==> config.mk <==
export PLATFORM = sky130hd
export DESIGN_NAME = dpa_diff_mean
export DESIGN_NICKNAME = d
export VERILOG_FILES = /design/src/rtl/dpa_pkg.sv /design/src/rtl/dpa_inv_sbox.sv /design/src/rtl/dpa_acc_bank.sv /design/src/rtl/dpa_udiv.sv /design/src/rtl/dpa_diff_mean.sv
export SDC_FILE = /design/constraint.sdc
export NUM_CORES = 2
export LEC_CHECK = 0
export ABC_AREA = 1
export BUFFER_PORTS_ARGS = -buffer_cell sky130_fd_sc_hd__buf_2
export CAP_MARGIN = 20
export CORE_MARGIN = 2
export CORE_UTILIZATION = 40
export DETAILED_ROUTE_END_ITERATION = 12
export PLACE_DENSITY = 0.51
export SLEW_MARGIN = 0
export SYNTH_ARGS = -nofsm -noshare
export SYNTH_HDL_FRONTEND = slang
export SYNTH_SLANG_ARGS = --single-unit
==> constraint.sdc <==
create_clock -name clk -period 36.3 [get_ports clk]
set_input_delay 9.075 -clock clk [delete_from_list [all_inputs] [get_ports clk]]
set_output_delay 9.075 -clock clk [all_outputs]
set_load 0.03 [all_outputs]
==> src/rtl/dpa_pkg.sv <==
// Shared types and field arithmetic for the difference-of-means accumulator.
// Assumes byte-wide GF(2^8) elements reduced by x^8+x^4+x^3+x+1.
package dpa_pkg;

    typedef enum logic [2:0] {
        ST_IDLE,
        ST_SAMP,
        ST_LOAD,
        ST_WAIT1,
        ST_WAIT0,
        ST_FIN
    } dpa_state_e;

    // Shift-and-add field multiply with reduction on each shift.
    function automatic logic [7:0] gf_mul(input logic [7:0] a, input logic [7:0] b);
        logic [7:0] acc;
        logic [7:0] sh;
        acc = 8'h00;
        sh  = a;
        for (int i = 0; i < 8; i++) begin
            if (b[i]) acc = acc ^ sh;
            sh = {sh[6:0], 1'b0} ^ (sh[7] ? 8'h1B : 8'h00);
        end
        return acc;
    endfunction

    // Multiplicative inverse as a^254; zero maps to zero.
    function automatic logic [7:0] gf_inv(input logic [7:0] a);
        logic [7:0] res;
        logic [7:0] sq;
        res = 8'h01;
        sq  = a;
        for (int i = 1; i < 8; i++) begin
            sq  = gf_mul(sq, sq);
            res = gf_mul(res, sq);
        end
        return res;
    endfunction

    // Inverse of the substitution's affine step.
    function automatic logic [7:0] inv_affine(input logic [7:0] b);
        logic [7:0] y;
        for (int i = 0; i < 8; i++) begin
            y[i] = b[(i + 2) % 8] ^ b[(i + 5) % 8] ^ b[(i + 7) % 8];
        end
        return y ^ 8'h05;
    endfunction

endpackage

==> src/rtl/dpa_inv_sbox.sv <==
// Combinational inverse byte substitution.
// Assumes the caller registers the result; no pipeline stage inside.
module dpa_inv_sbox
    import dpa_pkg::*;
(
    input  logic [7:0] din_i,
    output logic [7:0] dout_o
);

    // Undo the affine map, then take the field inverse.
    always_comb begin
        dout_o = gf_inv(inv_affine(din_i));
    end

endmodule

==> src/rtl/dpa_acc_bank.sv <==
// One group of per-position signed running sums plus an acquisition count.
// Assumes at most one add per cycle; sums and count wrap on overflow.
module dpa_acc_bank #(
    parameter int NSAMP = 16,
    parameter int SW    = 12,
    parameter int AW    = 32,
    parameter int CW    = 20
) (
    input  logic                         clk,
    input  logic                         rst_n,
    input  logic                         clr_i,
    input  logic                         add_i,
    input  logic                         inc_i,
    input  logic [$clog2(NSAMP)-1:0]     idx_i,
    input  logic signed [SW-1:0]         val_i,
    input  logic [$clog2(NSAMP)-1:0]     rd_idx_i,
    output logic signed [AW-1:0]         rd_acc_o,
    output logic [CW-1:0]                cnt_o
);

    logic signed [AW-1:0] acc_q [NSAMP];
    logic signed [AW-1:0] val_ext;

    // Sign-extend the incoming sample to sum width.
    assign val_ext = {{(AW - SW){val_i[SW-1]}}, val_i};

    // Asynchronous read port used by the output pass.
    assign rd_acc_o = acc_q[rd_idx_i];

    // Sum and count update with clear taking priority.
    always_ff @(posedge clk) begin
        if (!rst_n || clr_i) begin
            for (int j = 0; j < NSAMP; j++) acc_q[j] <= '0;
            cnt_o <= '0;
        end else begin
            if (add_i) acc_q[idx_i] <= acc_q[idx_i] + val_ext;
            if (inc_i) cnt_o <= cnt_o + 1'b1;
        end
    end

endmodule

==> src/rtl/dpa_udiv.sv <==
// Sequential restoring divider: one quotient bit per cycle, MSB first.
// Assumes a nonzero divisor; done pulses NW cycles after start.
module dpa_udiv #(
    parameter int NW = 32,
    parameter int DW = 20
) (
    input  logic          clk,
    input  logic          rst_n,
    input  logic          start_i,
    input  logic [NW-1:0] num_i,
    input  logic [DW-1:0] den_i,
    output logic          done_o,
    output logic [NW-1:0] quo_o
);

    localparam int CTW = $clog2(NW);
    localparam logic [CTW-1:0] LAST_STEP = CTW'(NW - 1);

    logic [DW-1:0]  rem_q;
    logic [DW-1:0]  den_q;
    logic [NW-1:0]  sh_q;
    logic [CTW-1:0] step_q;
    logic           busy_q;
    logic [DW:0]    trial;
    logic [DW:0]    trial_sub;
    logic           fits;
    logic [DW-1:0]  rem_nx;

    // Trial subtraction of the divisor from the shifted remainder.
    always_comb begin
        trial     = {rem_q, sh_q[NW-1]};
        trial_sub = trial - {1'b0, den_q};
        fits      = (trial >= {1'b0, den_q});
        rem_nx    = fits ? trial_sub[DW-1:0] : trial[DW-1:0];
    end

    assign quo_o = sh_q;

    // Iteration control and quotient shift register.
    always_ff @(posedge clk) begin
        if (!rst_n) begin
            rem_q  <= '0;
            den_q  <= '0;
            sh_q   <= '0;
            step_q <= '0;
            busy_q <= 1'b0;
            done_o <= 1'b0;
        end else begin
            done_o <= 1'b0;
            if (start_i) begin
                rem_q  <= '0;
                den_q  <= den_i;
                sh_q   <= num_i;
                step_q <= '0;
                busy_q <= 1'b1;
            end else if (busy_q) begin
                rem_q  <= rem_nx;
                sh_q   <= {sh_q[NW-2:0], fits};
                step_q <= step_q + 1'b1;
                if (step_q == LAST_STEP) begin
                    busy_q <= 1'b0;
                    done_o <= 1'b1;
                end
            end
        end
    end

endmodule

==> src/rtl/dpa_diff_mean.sv <==
// Difference-of-means accumulator: routes each acquisition into one of two
// groups by an inverse-substitution bit, then streams mean1 - mean0 per position.
// Assumes NSAMP >= 2, SW < AW, OW <= 31 and that the host respects idle-only commands.
module dpa_diff_mean
    import dpa_pkg::*;
#(
    parameter int NSAMP = 16,
    parameter int SW    = 12,
    parameter int AW    = 32,
    parameter int CW    = 20,
    parameter int OW    = 16
) (
    input  logic                     clk,
    input  logic                     rst_n,
    input  logic [7:0]               guess_i,
    input  logic [2:0]               bitsel_i,
    input  logic                     clear_i,
    input  logic                     ct_valid_i,
    input  logic [7:0]               ct_byte_i,
    input  logic                     smp_valid_i,
    input  logic signed [SW-1:0]     smp_i,
    input  logic                     finish_i,
    output logic                     out_valid_o,
    output logic [$clog2(NSAMP)-1:0] out_idx_o,
    output logic signed [OW-1:0]     out_diff_o,
    output logic                     done_o,
    output logic                     invalid_o,
    output logic [OW-1:0]            peak_mag_o,
    output logic [$clog2(NSAMP)-1:0] peak_idx_o
);

    localparam int IW = $clog2(NSAMP);
    localparam logic [IW-1:0] LAST = IW'(NSAMP - 1);
    localparam logic signed [AW+1:0] SAT_HI = (AW + 2)'(2 ** (OW - 1) - 1);
    localparam logic signed [AW+1:0] SAT_LO = ~SAT_HI;

    dpa_state_e           st_q;
    logic [IW-1:0]        sidx_q;
    logic [IW-1:0]        pt_q;
    logic                 sel_q;
    logic                 neg_q;
    logic [7:0]           sbox_out;
    logic                 sel_now;
    logic                 accept_ct;
    logic                 accept_smp;
    logic                 accept_fin;
    logic                 bank_clr;
    logic [1:0]           add_en;
    logic [1:0]           inc_en;
    logic signed [AW-1:0] rd_acc [2];
    logic [CW-1:0]        cnt [2];
    logic                 grp;
    logic signed [AW-1:0] div_src;
    logic                 src_neg;
    logic [AW-1:0]        div_num;
    logic                 div_start;
    logic                 div_done;
    logic [AW-1:0]        div_quo;
    logic signed [AW:0]   q_signed;
    logic signed [AW:0]   m1_q;
    logic signed [AW+1:0] diff_w;
    logic signed [OW-1:0] diff_sat;
    logic                 emit_now;
    logic signed [OW-1:0] emit_val;
    logic [OW-1:0]        emit_mag;

    dpa_inv_sbox i_sbox (
        .din_i  (ct_byte_i ^ guess_i),
        .dout_o (sbox_out)
    );

    // Command decode: clear beats a ciphertext byte, which beats finish.
    always_comb begin
        sel_now    = sbox_out[bitsel_i];
        bank_clr   = clear_i && (st_q == ST_IDLE || st_q == ST_SAMP);
        accept_ct  = (st_q == ST_IDLE) && !clear_i && ct_valid_i;
        accept_fin = (st_q == ST_IDLE) && !clear_i && !ct_valid_i && finish_i;
        accept_smp = (st_q == ST_SAMP) && !clear_i && smp_valid_i;
    end

    for (genvar g = 0; g < 2; g++) begin : g_bank
        assign add_en[g] = accept_smp && (sel_q == 1'(g));
        assign inc_en[g] = add_en[g] && (sidx_q == LAST);

        dpa_acc_bank #(
            .NSAMP (NSAMP),
            .SW    (SW),
            .AW    (AW),
            .CW    (CW)
        ) i_bank (
            .clk      (clk),
            .rst_n    (rst_n),
            .clr_i    (bank_clr),
            .add_i    (add_en[g]),
            .inc_i    (inc_en[g]),
            .idx_i    (sidx_q),
            .val_i    (smp_i),
            .rd_idx_i (pt_q),
            .rd_acc_o (rd_acc[g]),
            .cnt_o    (cnt[g])
        );
    end

    // Divider operand select: group 1 first, then group 0.
    always_comb begin
        grp       = (st_q == ST_LOAD);
        div_src   = rd_acc[grp];
        src_neg   = div_src[AW-1];
        div_num   = src_neg ? (~div_src + 1'b1) : div_src;
        div_start = ((st_q == ST_LOAD) && !invalid_o) || ((st_q == ST_WAIT1) && div_done);
    end

    dpa_udiv #(
        .NW (AW),
        .DW (CW)
    ) i_div (
        .clk     (clk),
        .rst_n   (rst_n),
        .start_i (div_start),
        .num_i   (div_num),
        .den_i   (cnt[grp]),
        .done_o  (div_done),
        .quo_o   (div_quo)
    );

    // Restore the sign, subtract the means and clamp to the output width.
    always_comb begin
        q_signed = neg_q ? -$signed({1'b0, div_quo}) : $signed({1'b0, div_quo});
        diff_w   = {m1_q[AW], m1_q} - {q_signed[AW], q_signed};
        if (diff_w > SAT_HI)      diff_sat = OW'(SAT_HI);
        else if (diff_w < SAT_LO) diff_sat = OW'(SAT_LO);
        else                      diff_sat = OW'(diff_w);
        emit_now = ((st_q == ST_LOAD) && invalid_o) || ((st_q == ST_WAIT0) && div_done);
        emit_val = invalid_o ? '0 : diff_sat;
        emit_mag = emit_val[OW-1] ? (~emit_val + 1'b1) : emit_val;
    end

    // Main sequencer: acquisition, output pass and peak tracking.
    always_ff @(posedge clk) begin
        if (!rst_n) begin
            st_q        <= ST_IDLE;
            sidx_q      <= '0;
            pt_q        <= '0;
            sel_q       <= 1'b0;
            neg_q       <= 1'b0;
            m1_q        <= '0;
            out_valid_o <= 1'b0;
            out_idx_o   <= '0;
            out_diff_o  <= '0;
            done_o      <= 1'b0;
            invalid_o   <= 1'b0;
            peak_mag_o  <= '0;
            peak_idx_o  <= '0;
        end else begin
            out_valid_o <= 1'b0;
            done_o      <= 1'b0;
            if (div_start) neg_q <= src_neg;
            case (st_q)
                ST_IDLE: begin
                    if (accept_ct) begin
                        sel_q  <= sel_now;
                        sidx_q <= '0;
                        st_q   <= ST_SAMP;
                    end else if (accept_fin) begin
                        invalid_o  <= (cnt[0] == '0) || (cnt[1] == '0);
                        pt_q       <= '0;
                        peak_mag_o <= '0;
                        peak_idx_o <= '0;
                        st_q       <= ST_LOAD;
                    end
                end
                ST_SAMP: begin
                    if (clear_i) begin
                        st_q <= ST_IDLE;
                    end else if (accept_smp) begin
                        if (sidx_q == LAST) st_q <= ST_IDLE;
                        else                sidx_q <= sidx_q + 1'b1;
                    end
                end
                ST_LOAD: begin
                    if (!invalid_o) st_q <= ST_WAIT1;
                end
                ST_WAIT1: begin
                    if (div_done) begin
                        m1_q <= q_signed;
                        st_q <= ST_WAIT0;
                    end
                end
                ST_WAIT0: ;
                ST_FIN: begin
                    done_o <= 1'b1;
                    st_q   <= ST_IDLE;
                end
                default: st_q <= ST_IDLE;
            endcase
            if (emit_now) begin
                out_valid_o <= 1'b1;
                out_idx_o   <= pt_q;
                out_diff_o  <= emit_val;
                if (emit_mag > peak_mag_o) begin
                    peak_mag_o <= emit_mag;
                    peak_idx_o <= pt_q;
                end
                if (pt_q == LAST) begin
                    st_q <= ST_FIN;
                end else begin
                    pt_q <= pt_q + 1'b1;
                    st_q <= ST_LOAD;
                end
            end
        end
    end

endmodule

; Word-level counts from Yosys, hierarchy flattened
; Memories as Yosys holds them, arrays and structs flattened. A register that Yosys moved wholly into a read port is not among the register bits.
; Cells that the tools add are included.
[op_classes]
n_addsub = 12
order_cmp = 6
n_eq_ne = 18
mux = 276
bitwise_logic = 214
n_reduce_logical = 38
[op_table]
columns = operator, n
row1 = $xor 8x8->8, 183
row2 = $mux 8, 105
row3 = $mux 5, 92
row4 = $mux 32, 8
row5 = $mux 16, 9
row6 = $mux 4, 23
row7 = $mux 20, 4
row8 = $add 32x12->32, 2
row9 = $reduce_or 32->1, 2
row10 = $add 20x1->20 const B, 2
row11 = $logic_not 20->1, 2
row12 = $gt 34x16->1 const B, 1
row13 = $lt 34x16->1 const B, 1
row14 = $sub 33x33->34, 1
row15 = $mux 33, 1
row16 = $neg 32->33, 1
row17 = $add 32x1->32 const B, 1
row18 = $not 32->32, 1
row19 = $mux 3, 10
row20 = $ge 21x20->1, 1
row21 = $sub 20x20->20, 1
row22 = $mux 1, 18
row23 = $add 16x1->16 const B, 1
row24 = $gt 16x16->1, 1
row25 = 36 further kinds, 93
[word_totals]
register_bits = 208
mem_bits_rw = 1024
output_inout_bits = 43
elab_cells = 587
n_memories = 2
[mem_list]
columns = name, depth, word_bits, rd, rd_clocked_by_memory_dff, write_ports, line_no
row1 = g_bank[0].i_bank.acc_q, 16, 32, 2, 2, 16, dpa_acc_bank.sv:21  ; logic signed [AW-1:0] acc_q [NSAMP];
row2 = g_bank[1].i_bank.acc_q, 16, 32, 2, 2, 16, dpa_acc_bank.sv:21

; Longest topological paths before layout
[depth]
word_depth = 132
ltp_mapped = 132
depth_no_buf = 131

; Hierarchy
; A second synthesis with hierarchy kept.
[hier_totals]
cells_unflattened = 13751
hier_area_um2 = 93495.9
[by_module_without_submodules]
columns = module, n_inst, cells_each, area_each_um2
row1 = dpa_acc_bank, 2, 3584, 29692.2
row2 = dpa_inv_sbox, 1, 4168, 19397.4
row3 = dpa_diff_mean, 1, 1671, 9768.1
row4 = dpa_udiv, 1, 744, 4946.0

; Least setup slack after synthesis
; Ideal clock, no wire load.
[synth_path]
path_kind = input to register
start = in ct_byte_i[0]
end = reg sel_q
setup_time_ns = 0.109
arrival_ns = 20.135
required_ns = 36.191
setup_slack_ns = 16.056
stages = 92
n_path_buf = 8
path_cell_list = inv_1 -> nand2_1 -> nand2_4 -> nand2_1 -> nand3_1 -> nand2_2 -> buf_6 -> nand2_2 -> nand2_4 -> xnor2_2 -> nor2_1 -> nor3_2 -> inv_1 -> nand3_2 -> nand2_2 -> nand2_2 -> nand2_2 -> nand2_1 -> [56 not listed] -> nand3b_1 -> nand3_2 -> nand2_2 -> nor2_1 -> xor2_1 -> nand2_1 -> nand2_1 -> nand2_1 -> nand2_1 -> inv_1 -> nand2_1 -> nand3_1 -> nand3_1 -> nand2_1 -> nand2_1 -> nand3_1 -> nand2_1 -> inv_1
[synth_via]
elab_chain_cells = 129
elab_cells_between_ends = 390
[synth_lines]
columns = item, line_no
row1 = "start, declared", dpa_diff_mean.sv:19  ; input logic [7:0] ct_byte_i,
row2 = $xor 8x8->8 (*), dpa_diff_mean.sv:68  ; .din_i (ct_byte_i ^ guess_i),
row3 = $xor 1x1->1 (2 in a row), dpa_pkg.sv:44  ; y[i] = b[(i + 2) % 8] ^ b[(i + 5) % 8] ^ b[(i + 7) % 8];
row4 = $xor 8x8->8, dpa_pkg.sv:22  ; sh = {sh[6:0], 1'b0} ^ (sh[7] ? 8'h1B : 8'h00);
row5 = $xor 8x8->8, dpa_pkg.sv:21  ; if (b[i]) acc = acc ^ sh;
row6 = $mux 8, dpa_pkg.sv:21
row7 = $xor 8x8->8, dpa_pkg.sv:21
row8 = $mux 8, dpa_pkg.sv:21
row9 = $xor 8x8->8, dpa_pkg.sv:21
row10 = [112 not listed], --
row11 = $xor 8x8->8, dpa_pkg.sv:21
row12 = $mux 8, dpa_pkg.sv:21
row13 = $xor 8x8->8, dpa_pkg.sv:21
row14 = $mux 8, dpa_pkg.sv:21
row15 = $xor 8x8->8, dpa_pkg.sv:21
row16 = $mux 8 (*), dpa_pkg.sv:21
row17 = $bmux 1 s3 (*), dpa_diff_mean.sv:74  ; sel_now = sbox_out[bitsel_i];
row18 = $mux 1 (implied by the code) (*), dpa_diff_mean.sv:74
row19 = "end signal, assigned", dpa_diff_mean.sv:161  ; sel_q <= sel_now;
row20 = "end, declared", dpa_diff_mean.sv:40  ; logic sel_q;
; Every way passes the cells marked *; elsewhere a longest branch is shown, timed or not. The select of a mux whose other input is x is not followed.
; A chain may end at the register's enable or synchronous reset.

; Final worst setup path
[layout_path]
start = in ct_byte_i[7]
end = reg sel_q
[layout_via]
elab_chain_cells = 129
elab_cells_between_ends = 390
[layout_lines]
columns = item, line_no
row1 = $xor 8x8->8 (*), dpa_diff_mean.sv:68
row2 = $xor 1x1->1, dpa_pkg.sv:44
row3 = $not 2->2 (no source line), --
row4 = $mux 8, dpa_pkg.sv:21
row5 = $xor 8x8->8, dpa_pkg.sv:21
row6 = $mux 8, dpa_pkg.sv:21
row7 = $xor 8x8->8, dpa_pkg.sv:21
row8 = $mux 8, dpa_pkg.sv:21
row9 = [113 not listed], --
row10 = $xor 8x8->8, dpa_pkg.sv:21
row11 = $mux 8, dpa_pkg.sv:21
row12 = $xor 8x8->8, dpa_pkg.sv:21
row13 = $mux 8, dpa_pkg.sv:21
row14 = $xor 8x8->8, dpa_pkg.sv:21
row15 = $mux 8 (*), dpa_pkg.sv:21
row16 = $bmux 1 s3 (*), dpa_diff_mean.sv:74
row17 = $mux 1 (implied by the code) (*), dpa_diff_mean.sv:74
; Marks and branches as above.

==> results.cfg <==
[outcome]
outcome = finished clean

[hold_path]
hold_class = flip-flop to flip-flop
min_from = out_idx_o[3]$_SDFFE_PN0N_

[global_route]
grt_max_degree = 221
antenna_found_initial = 9
grt_usage_pct = 29.4
grt_pass1_vias = 78800
grt.overflow.total = 0
grt_first_pass_wirelength_mm = 501

[clock_tree]
cts_setup_buffers = 0
cts_buffers = 149
cts.clk_slew.worst_paths_ns = 0.06
ctsHtreeMaxLevel = 4
cts_tree = done
clock_latency_ns = 0.83
cts_resized = 0
postCtsHoldBufs = 0
clock_tree.buffer_depth = 3
cts_sinks = 1236
clock-root-buffer = clkbuf_16

[finish]
area_delta_synth_final_pct = 8.59
multi_input_area_um2 = 45100
seqCellArea_um2 = 35000
drive_gt1_share_pct = 7.63
nets = 12100
fillers = 22100

[synth]
synthFlopType = edfxtp_1
synth_fa_ha_area_share_pct = 2.25
synthArstFlopShare_pct = 0
syn_avg_cell_area_um2 = 7.17
muxShareOfSynthArea_pct = 0.228
synth_top_family_by_area = simple AND/OR/NAND/NOR gates
ys_warn_count = 0
synth_cell_type_count = 64
syn_area_um2 = 87700
synth_nets = 12400
ys_seq_elements = 1236
synthXorXnorAreaFrac_pct = 3.85
synth_compound_area_share_pct = 17.1
synth_edf_count = 1024
syn_inst = 12200
ys_seq_area_share_pct = 39.9
synth-simple-area-share_pct = 27.6

[critical_path]
start_kind = primary input
arrival_ns = 24.95
cpMostUsedCell = nand2_1
critical-path-slowest-cell = clkinv_1
max_stage_delay_ns = 0.82
cp_max_fo = 22
critPathRequiredTime_ns = 37.00
worstSetupEndpointType = flip-flop
crit_start = ct_byte_i[7]
critPathKind = primary input to flip-flop
r2r_start = neg_q$_SDFFE_PN0N_

[sta]
max_freq_mhz = 41.2
post-route-period-util_pct = 66.8
skew_ns = 0.0418
slew_headroom_pct = 17.5
fin_setup_tns_ns = 0
slew_violations = 0
grt_setup_unrepaired = false
period_minus_slack_ns = 24.24
hold_viol = 0
tightest_slew_ns = 1.24
setup_viol = 0

[floorplan]
design.portCount = 80
coreArea_um2 = 218000
start_util_pct = 40.3
dieArea_um2 = 223000
fp.dieH_um = 472
rows = 171
dieWidth_um = 472

[route]
avgViaCountPerCell = 5.73
vias = 85200
firstDrtPassIters = 6
drtIter0Drc = 9285
drc_errors = 0
detail-route-antenna-nets = 0
routed_wl_mm = 337
wl_per_cell_um = 22.7

[flow_run]
max_cap_violations = 0

[placement]
io_buffers = 79
place_hpwl_mm = 202
gp_congestion = 0.895
cells in the mapped netlist, types with 8 or more instances:
library cell	n	area [um^2]
mux2i_1	20	200
o21ai_0	1119	5600
xor2_2	10	163
xor2_1	226	1980
buf_6	19	214
nand2_2	151	945
o22ai_1	27	169
clkbuf_1	587	2200
inv_2	121	454
a211oi_1	17	128
nor3_1	52	260
a21oi_1	990	4950
nand3_1	1063	5320
nor3b_1	8	60.1
nand3b_1	73	548
o221ai_1	71	622
nand2_1	2685	10100
o21ai_1	49	245
inv_1	1145	4300
nand3_2	15	150
nand2_4	20	225
ha_1	151	1890
buf_1	87	327
o211ai_1	321	2410
edfxtp_1	1024	30700
a31oi_1	30	188
buf_2	32	160
nor2_1	1482	5560
nor4_1	14	87.6
xnor2_1	124	1090
nand4_1	101	632
clkinv_1	15	56.3
dfxtp_1	212	4240
o21bai_1	50	375
buf_4	26	195
or2_1	13	81.3
path summary, 6_finish.rpt:
| check | end | slack [ns] | cells past startpoint |
|---|---|---|---|
| max reg2reg | peak_mag_o[15]$_SDFF_PN0_ | 24.36 | 57 |
| min | out_idx_o[3]$_SDFFE_PN0N_ | 0.46 | 2 |
| min reg2reg | out_idx_o[3]$_SDFFE_PN0N_ | 0.46 | 2 |
| max | sel_q$_SDFFE_PN0P_ | 12.06 | 96 |
per-layer routing:
layer,wire [um],track usage (%),vias to the layer above
met3,28000,4.11,629
met4,13300,11.3,4
met1,147000,40.9,40500
li1,-,-,40300
met5,27,0,-
met2,149000,46.2,3712
critical path, delay by kind of cell:
family          cells  cell delay [ns]
xor+xnor            8             1.82
simple gates       67            10.23
buf+inv            17             2.80
fa+ha+maj           2             0.75
compound gates      2             0.17
cells in the final DEF, fill, tap and decap left out, types with 79 or more instances in the layout:
cell	instances
ha_1	151
buf_2	79
nand3_1	1049
xor2_1	226
nor2_1	1480
a21oi_1	988
dfxtp_1	205
xnor2_1	123
nand4_1	101
nand2_1	2633
inv_2	122
clkbuf_16	152
o21ai_0	1110
edfxtp_1	1024
inv_1	1138
buf_4	186
nand2_2	186
o211ai_1	321
registers in the layout, summed over array words and instances, names as in the netlist, 3 cells and up, named ones only:
register             flops
g_bank.i_bank.acc_q   1024
g_bank.i_bank.cnt_o     40
m1_q                    33
i_div.quo_o             32
i_div.den_q             20
i_div.rem_q             20
out_diff_o              16
peak_mag_o              16
i_div.step_q             5
out_idx_o                4
peak_idx_o               4
pt_q                     4
sidx_q                   4
st_q                     3
logic make-up after synthesis:
kind of cell / count (synthesis)
AO/OA/AOI/OAI: 2709
XOR/XNOR: 367
adder cells (fa/ha/maj): 155
buffers and inverters: 2039
flip-flops: 1236
multiplexers: 20
AND/OR/NAND/NOR: 5707
metrics by stage:
stage | utilization, % | setup slack (ns) | instance area [um^2] | hold slack [ns] | instances
4_1_cts | 43.7 | 12.24 | 95100 | 0.463 | 14900
3_3_place_gp | 41.6 | 11.73 | 90400 | 0.446 | 14600
6_report | 43.8 | 12.06 | 95200 | 0.464 | 14900
3_5_place_dp | 41.6 | 11.44 | 90500 | 0.455 | 14600
2_1_floorplan | - | 16.06 | 87700 | 0.433 | 12200
5_1_grt | 43.8 | 10.16 | 95200 | 0.491 | 14900
layout make-up:
cell class / count / area share (%)
multi-input cells: 8958 / 47.4
diodes: 2 / 0.00526
clock inverters: 62 / 0.586
well taps: 2854 / 3.75
flip-flops and latches: 1236 / 36.8
repair buffers: 281 / 2.18
clock buffers: 197 / 4.23
inverters: 1288 / 5.11
Power is left out: the tool's default activity adds up to more than one toggle a clock period on the data nets, which glitch-free logic cannot reach.
